$ cat src/rtl/strobe_capture_pkg.sv
package strobe_capture_pkg;

  // Overlap of the two active-low write qualifiers.
  function automatic logic comb_strobe(input logic ce_n, input logic we_n);
    return (ce_n == 1'b0) && (we_n == 1'b0);
  endfunction

  // Read window: chip-select and output-enable both low.
  function automatic logic read_window(input logic ce_n, input logic oe_n);
    return (ce_n == 1'b0) && (oe_n == 1'b0);
  endfunction

  // A finished strobe qualifies when it was wide enough and never inhibited.
  function automatic logic pulse_qualifies(input int unsigned width,
                                           input int unsigned min_width,
                                           input logic inhibited);
    return (width >= min_width) && !inhibited;
  endfunction

endpackage

$ cat src/rtl/bus_sync.sv
module bus_sync #(
  parameter int unsigned WIDTH   = 1,
  parameter int unsigned STAGES  = 2,
  parameter logic        RST_VAL = 1'b0
) (
  input  logic             clk,
  input  logic             rst_n,
  input  logic [WIDTH-1:0] d,
  output logic [WIDTH-1:0] q
);

  logic [WIDTH-1:0] stage_q [STAGES];

  for (genvar s = 0; s < STAGES; s++) begin : g_stage
    always_ff @(posedge clk or negedge rst_n) begin
      if (!rst_n) begin
        stage_q[s] <= {WIDTH{RST_VAL}};
      end else if (s == 0) begin
        stage_q[s] <= d;
      end else begin
        stage_q[s] <= stage_q[(s == 0) ? 0 : s-1];
      end
    end
  end

  assign q = stage_q[STAGES-1];

endmodule

$ cat src/rtl/write_qualifier.sv
module write_qualifier
  import strobe_capture_pkg::*;
#(
  parameter int unsigned ADDR_W    = 19,
  parameter int unsigned DATA_W    = 8,
  parameter int unsigned MIN_PULSE = 4,
  localparam int unsigned CNT_W    = $clog2(MIN_PULSE + 1)
) (
  input  logic              clk,
  input  logic              rst_n,
  input  logic              ce_n_s,
  input  logic              we_n_s,
  input  logic              oe_n_s,
  input  logic [ADDR_W-1:0] addr_s,
  input  logic [DATA_W-1:0] data_s,
  output logic              wr_valid,
  output logic [ADDR_W-1:0] wr_addr,
  output logic [DATA_W-1:0] wr_data,
  output logic              strobe_act,
  output logic              strobe_start,
  output logic              strobe_end,
  output logic              inhibit_q,
  output logic [CNT_W-1:0]  width_cnt,
  output logic [ADDR_W-1:0] addr_hold
);

  logic              strobe_q;
  logic [DATA_W-1:0] data_hold;
  logic [CNT_W-1:0]  cnt_next;
  logic              qualifies;

  assign strobe_act   = comb_strobe(ce_n_s, we_n_s);
  assign strobe_start = strobe_act && !strobe_q;
  assign strobe_end   = !strobe_act && strobe_q;
  assign cnt_next     = (width_cnt >= CNT_W'(MIN_PULSE)) ? width_cnt
                                                         : width_cnt + CNT_W'(1);
  assign qualifies    = pulse_qualifies(32'(width_cnt), MIN_PULSE, inhibit_q);

  // Track the open strobe: address at its first clock, data at every clock.
  always_ff @(posedge clk or negedge rst_n) begin
    if (!rst_n) begin
      strobe_q  <= 1'b0;
      width_cnt <= '0;
      inhibit_q <= 1'b0;
      addr_hold <= '0;
      data_hold <= '0;
    end else begin
      strobe_q <= strobe_act;
      if (strobe_start) begin
        width_cnt <= CNT_W'(1);
        inhibit_q <= !oe_n_s;
        addr_hold <= addr_s;
        data_hold <= data_s;
      end else if (strobe_act) begin
        width_cnt <= cnt_next;
        data_hold <= data_s;
        if (!oe_n_s) begin
          inhibit_q <= 1'b1;
        end
      end
    end
  end

  // Emit the event one clock after the strobe closes.
  always_ff @(posedge clk or negedge rst_n) begin
    if (!rst_n) begin
      wr_valid <= 1'b0;
      wr_addr  <= '0;
      wr_data  <= '0;
    end else begin
      wr_valid <= strobe_end && qualifies;
      if (strobe_end && qualifies) begin
        wr_addr <= addr_hold;
        wr_data <= data_hold;
      end
    end
  end

endmodule

$ cat src/rtl/read_gate.sv
module read_gate
  import strobe_capture_pkg::*;
#(
  parameter int unsigned DATA_W = 8
) (
  input  logic              clk,
  input  logic              rst_n,
  input  logic              ce_n_s,
  input  logic              oe_n_s,
  input  logic [DATA_W-1:0] rd_data,
  output logic              rd_start,
  output logic              dq_oe,
  output logic [DATA_W-1:0] dq_out
);

  logic window;

  assign window = read_window(ce_n_s, oe_n_s);

  always_ff @(posedge clk or negedge rst_n) begin
    if (!rst_n) begin
      dq_oe    <= 1'b0;
      rd_start <= 1'b0;
    end else begin
      dq_oe    <= window;
      rd_start <= window && !dq_oe;
    end
  end

  assign dq_out = dq_oe ? rd_data : '0;

endmodule

$ cat src/rtl/strobe_capture.sv
module strobe_capture
  import strobe_capture_pkg::*;
#(
  parameter int unsigned ADDR_W      = 19,
  parameter int unsigned DATA_W      = 8,
  parameter int unsigned MIN_PULSE   = 4,
  parameter int unsigned SYNC_STAGES = 2,
  localparam int unsigned CNT_W      = $clog2(MIN_PULSE + 1)
) (
  input  logic              clk,
  input  logic              rst_n,
  input  logic              ce_n,
  input  logic              we_n,
  input  logic              oe_n,
  input  logic [ADDR_W-1:0] addr_in,
  input  logic [DATA_W-1:0] dq_in,
  input  logic [DATA_W-1:0] rd_data,
  output logic              wr_valid,
  output logic [ADDR_W-1:0] wr_addr,
  output logic [DATA_W-1:0] wr_data,
  output logic              rd_start,
  output logic              dq_oe,
  output logic [DATA_W-1:0] dq_out
);

  // Synchronized strobes (reset to the inactive level) and buses.
  logic [2:0]        strb_s;
  logic [ADDR_W-1:0] addr_s;
  logic [DATA_W-1:0] data_s;

  // Internal events brought out for the checker.
  logic              strobe_act;
  logic              strobe_start;
  logic              strobe_end;
  logic              inhibit_q;
  logic [CNT_W-1:0]  width_cnt;
  logic [ADDR_W-1:0] addr_hold;

  bus_sync #(.WIDTH(3), .STAGES(SYNC_STAGES), .RST_VAL(1'b1)) u_strb_sync (
    .clk(clk), .rst_n(rst_n), .d({oe_n, we_n, ce_n}), .q(strb_s)
  );

  bus_sync #(.WIDTH(ADDR_W), .STAGES(SYNC_STAGES), .RST_VAL(1'b0)) u_addr_sync (
    .clk(clk), .rst_n(rst_n), .d(addr_in), .q(addr_s)
  );

  bus_sync #(.WIDTH(DATA_W), .STAGES(SYNC_STAGES), .RST_VAL(1'b0)) u_data_sync (
    .clk(clk), .rst_n(rst_n), .d(dq_in), .q(data_s)
  );

  write_qualifier #(.ADDR_W(ADDR_W), .DATA_W(DATA_W), .MIN_PULSE(MIN_PULSE)) u_wq (
    .clk(clk), .rst_n(rst_n),
    .ce_n_s(strb_s[0]), .we_n_s(strb_s[1]), .oe_n_s(strb_s[2]),
    .addr_s(addr_s), .data_s(data_s),
    .wr_valid(wr_valid), .wr_addr(wr_addr), .wr_data(wr_data),
    .strobe_act(strobe_act), .strobe_start(strobe_start), .strobe_end(strobe_end),
    .inhibit_q(inhibit_q), .width_cnt(width_cnt), .addr_hold(addr_hold)
  );

  read_gate #(.DATA_W(DATA_W)) u_rg (
    .clk(clk), .rst_n(rst_n),
    .ce_n_s(strb_s[0]), .oe_n_s(strb_s[2]),
    .rd_data(rd_data),
    .rd_start(rd_start), .dq_oe(dq_oe), .dq_out(dq_out)
  );

endmodule

$ cat config.mk
export PLATFORM = sky130hd
export DESIGN_NAME = strobe_capture
export DESIGN_NICKNAME = d
export VERILOG_FILES = /design/src/rtl/strobe_capture_pkg.sv /design/src/rtl/bus_sync.sv /design/src/rtl/write_qualifier.sv /design/src/rtl/read_gate.sv /design/src/rtl/strobe_capture.sv
export SDC_FILE = /design/constraint.sdc
export NUM_CORES = 1
export LEC_CHECK = 0
export BUFFER_PORTS_ARGS = -buffer_cell sky130_fd_sc_hd__buf_2
export CAP_MARGIN = 20
export CORE_MARGIN = 4
export CORE_UTILIZATION = 57
export CTS_CLUSTER_SIZE = 14
export DETAILED_ROUTE_END_ITERATION = 6
export PLACE_DENSITY_LB_ADDON = 0.2
export SETUP_SLACK_MARGIN = 0.05
export SYNTH_ARGS = -nofsm -noshare
export SYNTH_HDL_FRONTEND = slang
export SYNTH_SLANG_ARGS = --single-unit
$ cat constraint.sdc
create_clock -name clk -period 5.2 [get_ports clk]
set_input_delay 1.04 -clock clk [delete_from_list [all_inputs] [get_ports clk]]
set_output_delay 1.04 -clock clk [all_outputs]
set_load 0.01 [all_outputs]
Word-level counts from Yosys, hierarchy flattened
Index checks and enable logic that the tools add are counted.
W data, S select, Z words.
- div/mod/pow operators: 0
- eq/ne operators: 2
- multipliers: 0
- mux-type cells: 9
- shift operators: 0
- bitwise operators: 3
- add/subtract/negate cells: 1
- $lt $le $gt $ge: 2
- reduce and logical (&&, ||, !) cells: 15
- operators by type and width (cell ; number):
    $mux W8 ; 3
    $mux W3 ; 3
    $logic_and A1 B1 Y1 ; 7
    $ge A3 B3 Y1 const B ; 2
    $logic_not A1 Y1 ; 5
    $ne A2 B2 Y1 const B ; 2
    $reduce_and A2 Y1 ; 2
    $add A3 B1 Y3 const B ; 1
    $mux W1 ; 3
    $not A1 Y1 ; 3
    $reduce_bool A2 Y1 ; 1
- memories kept: 0
- input bits: 40
- bits in registers: 122
- memory bits (read-only): 0
- bits in latches: 0
- logic and storage cells: 48
- RAM bits: 0
- output and inout port bits: 38

Logic depth before layout (Yosys ltp)
Gate-level depths: netlist of run 1.
- depth in word-level cells: 5
- mapped depth: 6

Cells and area by module
Synthesis of run 1 repeated with hierarchy kept, for this count alone.
- cell total of the unflattened synthesis: 241
- area, all modules: 4230.3 µm²
- modules (own cells, without submodules) (module ; area an instance (µm²) ; instances ; cells an instance):
    write_qualifier ; 2377.3 ; 1 ; 139
    bus_sync at u_addr_sync ; 1093.5 ; 1 ; 57
    bus_sync at u_data_sync ; 460.4 ; 1 ; 24
    bus_sync at u_strb_sync ; 180.2 ; 1 ; 9
    read_gate ; 118.9 ; 1 ; 12

Worst setup path before layout of run 1
Ideal clock, no wire load.
- kind: input to output
- start: in rd_data[0]
- end: out dq_out[0]
- arrival time: 1205 ps
- setup slack: 2955 ps
- buffers on the path: 0
- cell stages on the path: 1
- data required time: 4160 ps
- cells stage by stage: and2_1
- longest elaborated chain between the ends: 1
- ends and longest elaborated chain (item ; RTL line ; RTL):
    start, declared ; strobe_capture.sv:17 ; input logic [DATA_W-1:0] rd_data,
    $mux W8 ; read_gate.sv:30 ; assign dq_out = dq_oe ? rd_data : '0;
    end, declared ; strobe_capture.sv:23 ; output logic [DATA_W-1:0] dq_out
Every way passes these cells.

Final worst setup path of run 1
Ends and elaborated chain as after synthesis.

==> metrics.csv, run 1 <==
metric,value,unit
outcome,completed,
skew,11.31,ps
path_class,input port to primary output,
seq_area,3060,um^2
hold_buffers,0,
ys_types,21,
antenna_found_initial,0,
hp-class,register to register,
cts_resized,0,
hold_end,u_data_sync.q[4],
vias,1990,
cts_root_buffer,clkbuf_8,
rows,29,
multiInputGateArea,777.0,um^2
fin_cells,395,
critPathLaunch,rd_data[0],
crit_arrival,1410,ps
holdPathStages,0,
grt_overflow_total,0,
cts_setup_buffers,0,
portBuffers,77,
min_from,u_data_sync.stage_q[12],
reg2reg_from,u_strb_sync.q[0],
drv_cap,0,
drcViolationCount,0,
grt_pass1_vias,2113,
wire_per_inst,15.98,um
r2r_slack,2790,ps
path_clk_slew,60,ps
syn_to_final_growth,28.10,%
syn_nets,252,
drive_gt1_frac,0.5503,
yosysSeqAreaShare,0.7873,
cts_made_buffers,17,
timing.fmax,408.6,MHz
final_util,0.7667,
design.die.area,8206,um^2
start_util,0.5985,
tns,0,ps
grt_max_degree,89,
reg2reg_depth,5,
dp_cells,362,
netlist_area,3887,um^2
cp.required,4160,ps
fin_crit_sh,0.4706,
rsz0062_at_grt,false,
p_leak,2.437,nW
end_kind,primary output,
nNetsFinal,346,
syn_area_per_cell,18.42,um^2
worst_slew_pin_slew,691.8,ps
rr_endpoint,u_wq.wr_addr[16],
pin_count,78,
fillers,386,
synth-seq-cells,122,
fp.coreArea,6495,um^2
fin_ws,2753,ps
yosysTopAreaCellShare,0.7467,
syn_inst,211,
whs,340.7,ps
power_density,547.9,nW/um^2
clock-sinks,122,
first_pass_iters,4,
slew-limit-headroom,0.5373,
die_h,90.59,um
cp_max_fo,1,
dp_slack,2751,ps
routed_wl,6312,um
ys_warn_count,0,
setup_viol,0,
synth_top_area_cell,dfrtp_1,
htreeDepth,4,
clk_latency,510,ps
slew_viol_final,0,
grtUsageTotal,0.1714,
diodes,0,
synth_area_leaders,"dfrtp_1 (75%), mux2_2 (15%), dfstp_2 (4.1%)",
drt_iter0_drc,49,
drtAntennaViolNets,0,
routabilityCongestion,0.7046,
dieWidth,90.59,um
clock_path_buffers,2,
cts_tree,done,
via_per_inst,5.038,
critPathLaunchType,input port,
grt_first_pass_wirelength,10570,um
period_needed,2447,ps
hold_violations,0,
ir_worst_vdd,0.3677,mV
dp_hpwl,3841,um
[state kept, by name, summed over array words and instances, names as in the netlist, 3 cells and up]
| register | flops |
|---|---|
| u_addr_sync.stage_q | 19 |
| u_strb_sync.stage_q | 3 |
| u_data_sync.q | 8 |
| u_wq.addr_hold | 19 |
| u_strb_sync.q | 3 |
| u_wq.width_cnt | 3 |
| u_data_sync.stage_q | 8 |
| u_wq.wr_data | 8 |
| u_wq.wr_addr | 19 |
| u_wq.data_hold | 8 |
| u_addr_sync.q | 19 |
[worst max-delay path: stages]
cell and delay, ps:
buf_2 90, and2_1 140, buf_2 130
[cell type report]
| cell class | instances | share of cell area |
|---|---|---|
| flip-flops and latches | 122 | 0.6146 |
| multi-input cells | 81 | 0.1560 |
| well taps | 77 | 0.01935 |
| inverters | 2 | 0.001508 |
| repair buffers | 81 | 0.08643 |
| clock inverters | 9 | 0.02236 |
| clock buffers | 23 | 0.09975 |
[worst max path at each step]
stage                                  end  slack, ps  cells after the start
after floorplan                  dq_out[0]       2960                      1
after global placement           dq_out[1]       2750                      3
after detailed placement         dq_out[0]       2750                      3
after CTS                        dq_out[0]       2750                      3
after global routing      u_wq.wr_addr[16]       2640                      5
final                            dq_out[0]       2750                      3
[power by group]
part           internal (mW)  total (mW)  switching (mW)
clock network          0.758        1.15           0.394
logic                  0.197       0.366           0.169
registers               1.12        1.21          0.0879
total                   2.08        2.73           0.651
[cells by family (layout without fill, tap and decap cells)]
group	count (synthesis)	after routing	synth area share
flip-flops	122	122	0.7873
multiplexers	54	54	0.1564
buffers and inverters	8	115	0.01352
AO/OA/AOI/OAI	6	6	0.009014
adder cells (fa/ha/maj)	1	1	0.003218
AND/OR/NAND/NOR	20	20	0.03058
[Yosys cell counts, drive strengths merged]
cell,n
dfstp,6
nand2,2
ha,1
a22o,1
nand2b,3
nor2,4
dfrtp,116
o22ai,1
inv,2
nor3,2
or2,1
buf,6
a21oi,2
mux2,54
and2,8
o21ai,2
[cell usage in the layout (no fill, tap or decap)]
cell	count
a21oi_1	2
a22o_1	1
and2_1	8
buf_12	1
buf_2	76
buf_4	4
bufinv_16	2
clkbuf_16	16
clkbuf_8	7
clkinv_2	2
clkinv_4	3
clkinvlp_4	2
dfrtp_1	116
dfstp_2	6
ha_1	1
inv_1	1
inv_2	1
mux2_1	1
mux2_2	53
nand2_1	2
nand2b_1	3
nor2_1	3
nor2_2	1
nor3_1	1
nor3_4	1
o21ai_0	2
o22ai_1	1
or2_1	1
[per-layer routing]
metal	global-route usage	vias up	routed length, um	part of all wire
li1	-	906	-	-
met3	0.06667	12	387	0.061
met1	0.2136	1007	2696	0.43
met2	0.2650	65	3108	0.49
met4	0.08036	0	119	0.019
met5	0	-	0	0
[metrics by stage]
step           total power, mW  area, um^2
2_1_floorplan            1.405        3887
3_3_place_gp             1.577        4352
3_5_place_dp             1.593        4352
4_1_cts                  2.761        4960
5_1_grt                  2.853        4980
6_report                 2.728        4980
Power figures use the tool's default switching activity.
==> run 2, diff against run 1 <==
--- a/config.mk
+++ b/config.mk
@@ -5,10 +5,11 @@
 export SDC_FILE = /design/constraint.sdc
 export NUM_CORES = 1
 export LEC_CHECK = 0
+export ABC_AREA = 1
 export BUFFER_PORTS_ARGS = -buffer_cell sky130_fd_sc_hd__buf_2
 export CAP_MARGIN = 20
 export CORE_MARGIN = 4
-export CORE_UTILIZATION = 57
+export CORE_UTILIZATION = 49
 export CTS_CLUSTER_SIZE = 14
 export DETAILED_ROUTE_END_ITERATION = 6
 export PLACE_DENSITY_LB_ADDON = 0.2
==> constraint.sdc (replaced) <==
create_clock -name clk -period 2 [get_ports clk]
set_input_delay 0.4 -clock clk [delete_from_list [all_inputs] [get_ports clk]]
set_output_delay 0.4 -clock clk [all_outputs]
set_load 0.01 [all_outputs]
==> metrics.csv, run 2 <==
metric,value,unit,change
outcome,completed,,unchanged
syn_area_per_cell,11.87,um^2,was 18.42 um^2
ys.flop_type,dfrtp_1,,unchanged
drive_gt1_frac,0.2664,,was 0.5503
fin_crit_sh,0.8412,,
hold_buffers,31,,was 0
timing.fmax,594.4,MHz,
slew_viol_final,0,,unchanged
p_leak,2.898,nW,was 2.437 nW
routabilityCongestion,0.7505,,was 0.7046
drt_iter0_drc,119,,was 49
clock-sinks,122,,unchanged
cts_resized,0,,unchanged
final_common_cell,nand2_1,,was dfrtp_1
hold_violations,0,,unchanged
worst_slew_pin_slew,436.9,ps,was 691.8 ps
grt_first_pass_wirelength,12930,um,"was 10,570 um"
hp-class,input port to async pin,,was register to register
path_cells,nand2_1 > inv_1 > buf_2,,was buf_2 > and2_1 > buf_2
drcViolationCount,0,,unchanged
clk_latency,510,ps,about the same
skew,6.873,ps,was 11.31 ps
clock_path_buffers,2,,unchanged
cp_max_fo,10,,was 1
cp.required,1600,ps,was 4160 ps
cts_setup_buffers,0,,unchanged
drv_cap,0,,unchanged
design.die.area,9778,um^2,was 8206 um^2
r2r_slack,520,ps,was 2790 ps
reg2reg_depth,5,,unchanged
dieWidth,98.89,um,was 90.59 um
synth.top_cells.by_count,"nand2_1 (150), dfrtp_1 (116), nand3_1 (28), inv_1 (14), buf_6 (7)",,"was dfrtp_1 (116), mux2_2 (53), and2_1 (8), dfstp_2 (6), nor2_1 (4)"
via_per_inst,4.610,,was 5.038
switching_power,1.682,mW,was 0.6510 mW
cts_made_buffers,17,,unchanged
crit_path_max_incr_delay,500,ps,was 140 ps
layout_common_cells,"nand2_1 (150), dfrtp_1 (116), buf_2 (76)",,"was dfrtp_1 (116), buf_2 (76), mux2_2 (53)"
crit_path_top_delay_cell,dfrtp_1,,was and2_1
grt_overflow_total,0,,unchanged
drtAntennaViolNets,0,,unchanged
syn_nets,382,,was 252
grtUsageTotal,0.1721,,was 0.1714
wire_per_inst,13.11,um,was 15.98 um
reg2reg_from,u_strb_sync.q[0],,unchanged
crit_arrival,1280,ps,was 1410 ps
pin_count,78,,unchanged
vias,2651,,"was 1,990"
cts_root_buffer,clkbuf_8,,unchanged
synth_top_area_cell,dfrtp_1,,unchanged
swShare,0.2616,,was 0.2386
synthArstFlopShare,1.000,,unchanged
dp_hpwl,4428,um,was 3841 um
critPathLaunchType,register,,was input port
yosysSeqAreaShare,0.7561,,was 0.7873
diodes,0,,unchanged
synth_edf_count,0,,unchanged
slew-limit-headroom,0.7080,,was 0.5373
power_density,1203,nW/um^2,was 547.9 nW/um^2
grt_pass1_vias,2704,,"was 2,113"
nNetsFinal,501,,was 346
cts_tree,done,,unchanged
tns,0,ps,unchanged
first_pass_iters,4,,unchanged
rows,32,,was 29
period_needed,1682,ps,
rr_endpoint,u_wq.addr_hold[2],,was u_wq.wr_addr[16]
fp.coreArea,7888,um^2,was 6495 um^2
yosysTopAreaCellShare,0.7172,,was 0.7467
fillers,591,,was 386
htreeDepth,4,,unchanged
p_int,4.749,mW,was 2.077 mW
syn_inst,341,,was 211
syn_to_final_growth,32.06,%,was 28.10%
portBuffers,77,,unchanged
netlist_area,4048,um^2,was 3887 um^2
synth-seq-cells,122,,unchanged
whs,341.2,ps,was 340.7 ps
end_kind,primary output,,unchanged
yosysMostFrequentCell,nand2_1,,was dfrtp_1
die_h,98.89,um,was 90.59 um
routed_wl,7537,um,was 6312 um
ir_worst_vdd,0.6479,mV,was 0.3677 mV
grt_max_degree,51,,was 89
rsz0062_at_grt,false,,unchanged
p_comb_frac,0.127,,was 0.134
setup_viol,0,,unchanged
path_clk_slew,60,ps,about the same
path_class,register to primary output,,was input port to primary output
synth_area_leaders,"dfrtp_1 (72%), nand2_1 (14%), dfstp_2 (3.9%)",,"was dfrtp_1 (75%), mux2_2 (15%), dfstp_2 (4.1%)"
sequentialPowerShare,0.468,,was 0.444
antenna_found_initial,0,,unchanged
ys_types,20,,was 21
start_util,0.5132,,was 0.5985
ys_warn_count,0,,unchanged
pwr-share-clk,0.405,,was 0.422
run 2: worst max-delay path by stage:
stage	from	endpoint	slack (ps)
after floorplan	u_rg.dq_oe	dq_out[0]	820
after global placement	u_strb_sync.q[0]	u_wq.addr_hold[5]	550
after detailed placement	u_strb_sync.q[0]	u_wq.addr_hold[16]	510
after CTS	u_rg.dq_oe	dq_out[5]	290
after global routing	u_rg.dq_oe	dq_out[7]	180
final	u_rg.dq_oe	dq_out[5]	320
run 2: kinds of logic after synthesis:
| group | synth area share |
|---|---|
| DFF | 0.7561 |
| buffers and inverters | 0.04173 |
| and+or+nand+nor | 0.1954 |
| AOI/OAI and AO/OA | 0.003708 |
| adders and majority gates | 0.003091 |
run 2: worst max-delay path: cells and delay by family (launching register included):
kind                   cells  cell delay (ps)
DFF                        1              500
buffers and inverters      2              190
and+or+nand+nor            1               90
run 2: cell type report:
cell class / instances / area, um^2 / area share
flip-flops and latches: 122 / 3060 / 0.5726
repair buffers: 112 / 753.2 / 0.1409
clock buffers: 20 / 445.4 / 0.08333
clock inverters: 12 / 76.32 / 0.01428
multi-input cells: 190 / 818.3 / 0.1531
well taps: 102 / 127.6 / 0.02388
inverters: 17 / 63.81 / 0.01194
run 2: per-layer routing:
layer  track usage  wire (um)
met1        0.2174       3216
met2        0.2727       3764
met3       0.06086        419
met4       0.06828        137
met5             0          0
run 2: per-stage QoR:
| stage | area [um^2] | util | instances | power [mW] | setup slack (ps) |
|---|---|---|---|---|---|
| 2_1_floorplan | 4048 | - | 341 | 3.451 | 815.1 |
| 3_3_place_gp | 4513 | 0.5722 | 512 | 3.791 | 554.0 |
| 3_5_place_dp | 4513 | 0.5722 | 512 | 3.828 | 514.3 |
| 4_1_cts | 5345 | 0.6777 | 575 | 6.508 | 289.3 |
| 5_1_grt | 5345 | 0.6777 | 575 | 6.768 | 180.1 |
| 6_report | 5345 | 0.6777 | 575 | 6.431 | 317.5 |
run 2: power by group through the flow:
stage          combinational, mW  clock (mW)  sequential, mW
2_1_floorplan              0.330           0            3.12
3_3_place_gp               0.752           0            3.04
4_1_cts                    0.831        2.66            3.01
5_1_grt                    0.931        2.78            3.06
3_5_place_dp               0.777           0            3.05
6_report                   0.814        2.61            3.01
==> run 3, diff against run 2 <==
--- a/config.mk
+++ b/config.mk
@@ -9,7 +9,7 @@
 export BUFFER_PORTS_ARGS = -buffer_cell sky130_fd_sc_hd__buf_2
 export CAP_MARGIN = 20
 export CORE_MARGIN = 4
-export CORE_UTILIZATION = 49
+export CORE_UTILIZATION = 54
 export CTS_CLUSTER_SIZE = 14
 export DETAILED_ROUTE_END_ITERATION = 6
 export PLACE_DENSITY_LB_ADDON = 0.2
==> constraint.sdc (replaced) <==
create_clock -name clk -period 1.6 [get_ports clk]
set_input_delay 0.32 -clock clk [delete_from_list [all_inputs] [get_ports clk]]
set_output_delay 0.32 -clock clk [all_outputs]
set_load 0.01 [all_outputs]
==> metrics.csv, run 3 (synthesis gave the netlist of run 2 again) <==
metric,value,unit,change
clk_latency,510,ps,about the same
rsz0062_at_grt,true,,was false
portBuffers,77,,unchanged
power_density,1607,nW/um^2,was 1203 nW/um^2
die_h,94.58,um,was 98.89 um
layout_common_cells,"nand2_1 (150), dfrtp_1 (115), buf_2 (76)",,"was nand2_1 (150), dfrtp_1 (116), buf_2 (76)"
grt_pass1_vias,2787,,"was 2,704"
wire_per_inst,14.19,um,was 13.11 um
outcome,completed,,unchanged
grtUsageTotal,0.2007,,was 0.1721
dieWidth,94.58,um,was 98.89 um
fin_ws,68.41,ps,was 317.5 ps
fp.coreArea,7253,um^2,was 7888 um^2
end_kind,primary output,,unchanged
path_class,register to primary output,,unchanged
clock_path_buffers,2,,unchanged
dp_slack,141.6,ps,was 514.3 ps
period_needed,1532,ps,
skew,5.374,ps,was 6.873 ps
hp-class,input port to async pin,,unchanged
timing.fmax,652.9,MHz,
final_common_cell,nand2_1,,unchanged
drv_cap,0,,unchanged
htreeDepth,4,,unchanged
drtAntennaViolNets,0,,unchanged
grt_max_degree,51,,unchanged
whs,224.5,ps,was 341.2 ps
cts_root_buffer,clkbuf_8,,unchanged
grt_first_pass_wirelength,13320,um,"was 12,930 um"
vias,2708,,"was 2,651"
cp_max_fo,10,,unchanged
fin_crit_sh,0.9572,,
hold_violations,0,,unchanged
r2r_slack,170,ps,was 520 ps
finish.instance_area,5533,um^2,was 5345 um^2
via_per_inst,4.685,,was 4.610
drcViolationCount,0,,unchanged
tns,0,ps,unchanged
reg2reg_depth,5,,unchanged
first_pass_iters,6,,was 4
dp_hpwl,4532,um,was 4428 um
rr_endpoint,u_wq.wr_addr[14],,was u_wq.addr_hold[2]
crit_arrival,1210,ps,was 1280 ps
final_util,0.7628,,was 0.6777
reg2reg_from,u_strb_sync.q[0],,unchanged
design.die.area,8944,um^2,was 9778 um^2
nNetsFinal,507,,was 501
worst_slew_pin_slew,387.1,ps,was 436.9 ps
pin_count,78,,unchanged
cts_tree,done,,unchanged
slew-limit-headroom,0.7413,,was 0.7080
fillers,464,,was 591
start_util,0.5580,,was 0.5132
routabilityCongestion,0.7780,,was 0.7505
antenna_found_initial,0,,unchanged
routed_wl,8203,um,was 7537 um
drive_gt1_frac,0.2756,,was 0.2664
clock-sinks,122,,unchanged
rows,31,,was 32
diodes,0,,unchanged
critPathLaunchType,register,,unchanged
p_leak,2.982,nW,was 2.898 nW
setup_viol,0,,unchanged
dpl_cell_area,4517,um^2,was 4513 um^2
drt_iter0_drc,172,,was 119
grt_overflow_total,0,,unchanged
slew_viol_final,0,,unchanged
ir_worst_vdd,1.125,mV,was 0.6479 mV
path_clk_slew,60,ps,about the same
cts_made_buffers,17,,unchanged
syn_to_final_growth,36.69,%,was 32.06%
cp.required,1280,ps,was 1600 ps
==> run 3: changes by cell type in the layout (fill, tap and decap cells not counted), moves of 2 or more <==
| cell | change |
|---|---|
| bufinv_16 | +5 |
| clkinvlp_4 | -2 |
| clkinv_2 | -4 |
| buf_4 | +3 |
==> run 3: power breakdown <==
part	switching, mW	internal (mW)
logic	0.606	0.448
registers	0.242	3.54
clock network	1.29	2.77
total	2.14	6.75
==> run 3: repair_timing <==
| item | in CTS | in global routing |
|---|---|---|
| setup buffers | 0 | 3 |
| hold buffers | 31 | 0 |
| resized for setup | 1 | 1 |
| endpoints found under the hold margin | 123 | 0 |
| endpoints found under the setup margin | 8 | 42 |
| pin swaps | 0 | 3 |
| cloned | 0 | 2 |
==> run 3: stage by stage <==
step / instances / total power [mW]
after global routing: 578 / 9.308
after floorplan: 341 / 4.313
final: 578 / 8.894
after global placement: 510 / 4.740
after CTS: 573 / 8.956
after detailed placement: 510 / 4.792
==> run 3: area by class of cell <==
cell class	count	area, um^2	share of cell area
Inverter	17	63.81	0.01153
Sequential cell	122	3062	0.5534
Clock inverter	11	191.4	0.03460
Tap cell	99	123.9	0.02239
Clock buffer	21	449.2	0.08118
Timing Repair Buffer	116	795.8	0.1438
Multi-Input combinational cell	192	847.1	0.1531
==> run 3: critical path: stages (launching register included) <==
cell     delay [ps]
dfrtp_2         470
nand2_1          80
inv_1            30
buf_2           130
==> run 3: worst max path at each step <==
stage,from,endpoint,slack [ps],cells after the start
global placement,u_strb_sync.q[0],u_wq.addr_hold[14],190,5
finish,u_rg.dq_oe,dq_out[4],70,3
detailed placement,u_strb_sync.q[0],u_wq.addr_hold[5],140,5
CTS,u_rg.dq_oe,dq_out[0],50,3
floorplan,u_strb_sync.q[1],u_wq.wr_addr[10],420,6
global route,u_rg.dq_oe,dq_out[1],-20,3
==> run 3: metal layers <==
layer | vias to the layer above | GRT usage | routed length [um]
met5 | - | 0 | 0
met4 | 0 | 0.08293 | 115
met3 | 12 | 0.05578 | 401
met2 | 65 | 0.3316 | 4232
met1 | 1325 | 0.2514 | 3453
li1 | 1306 | - | -
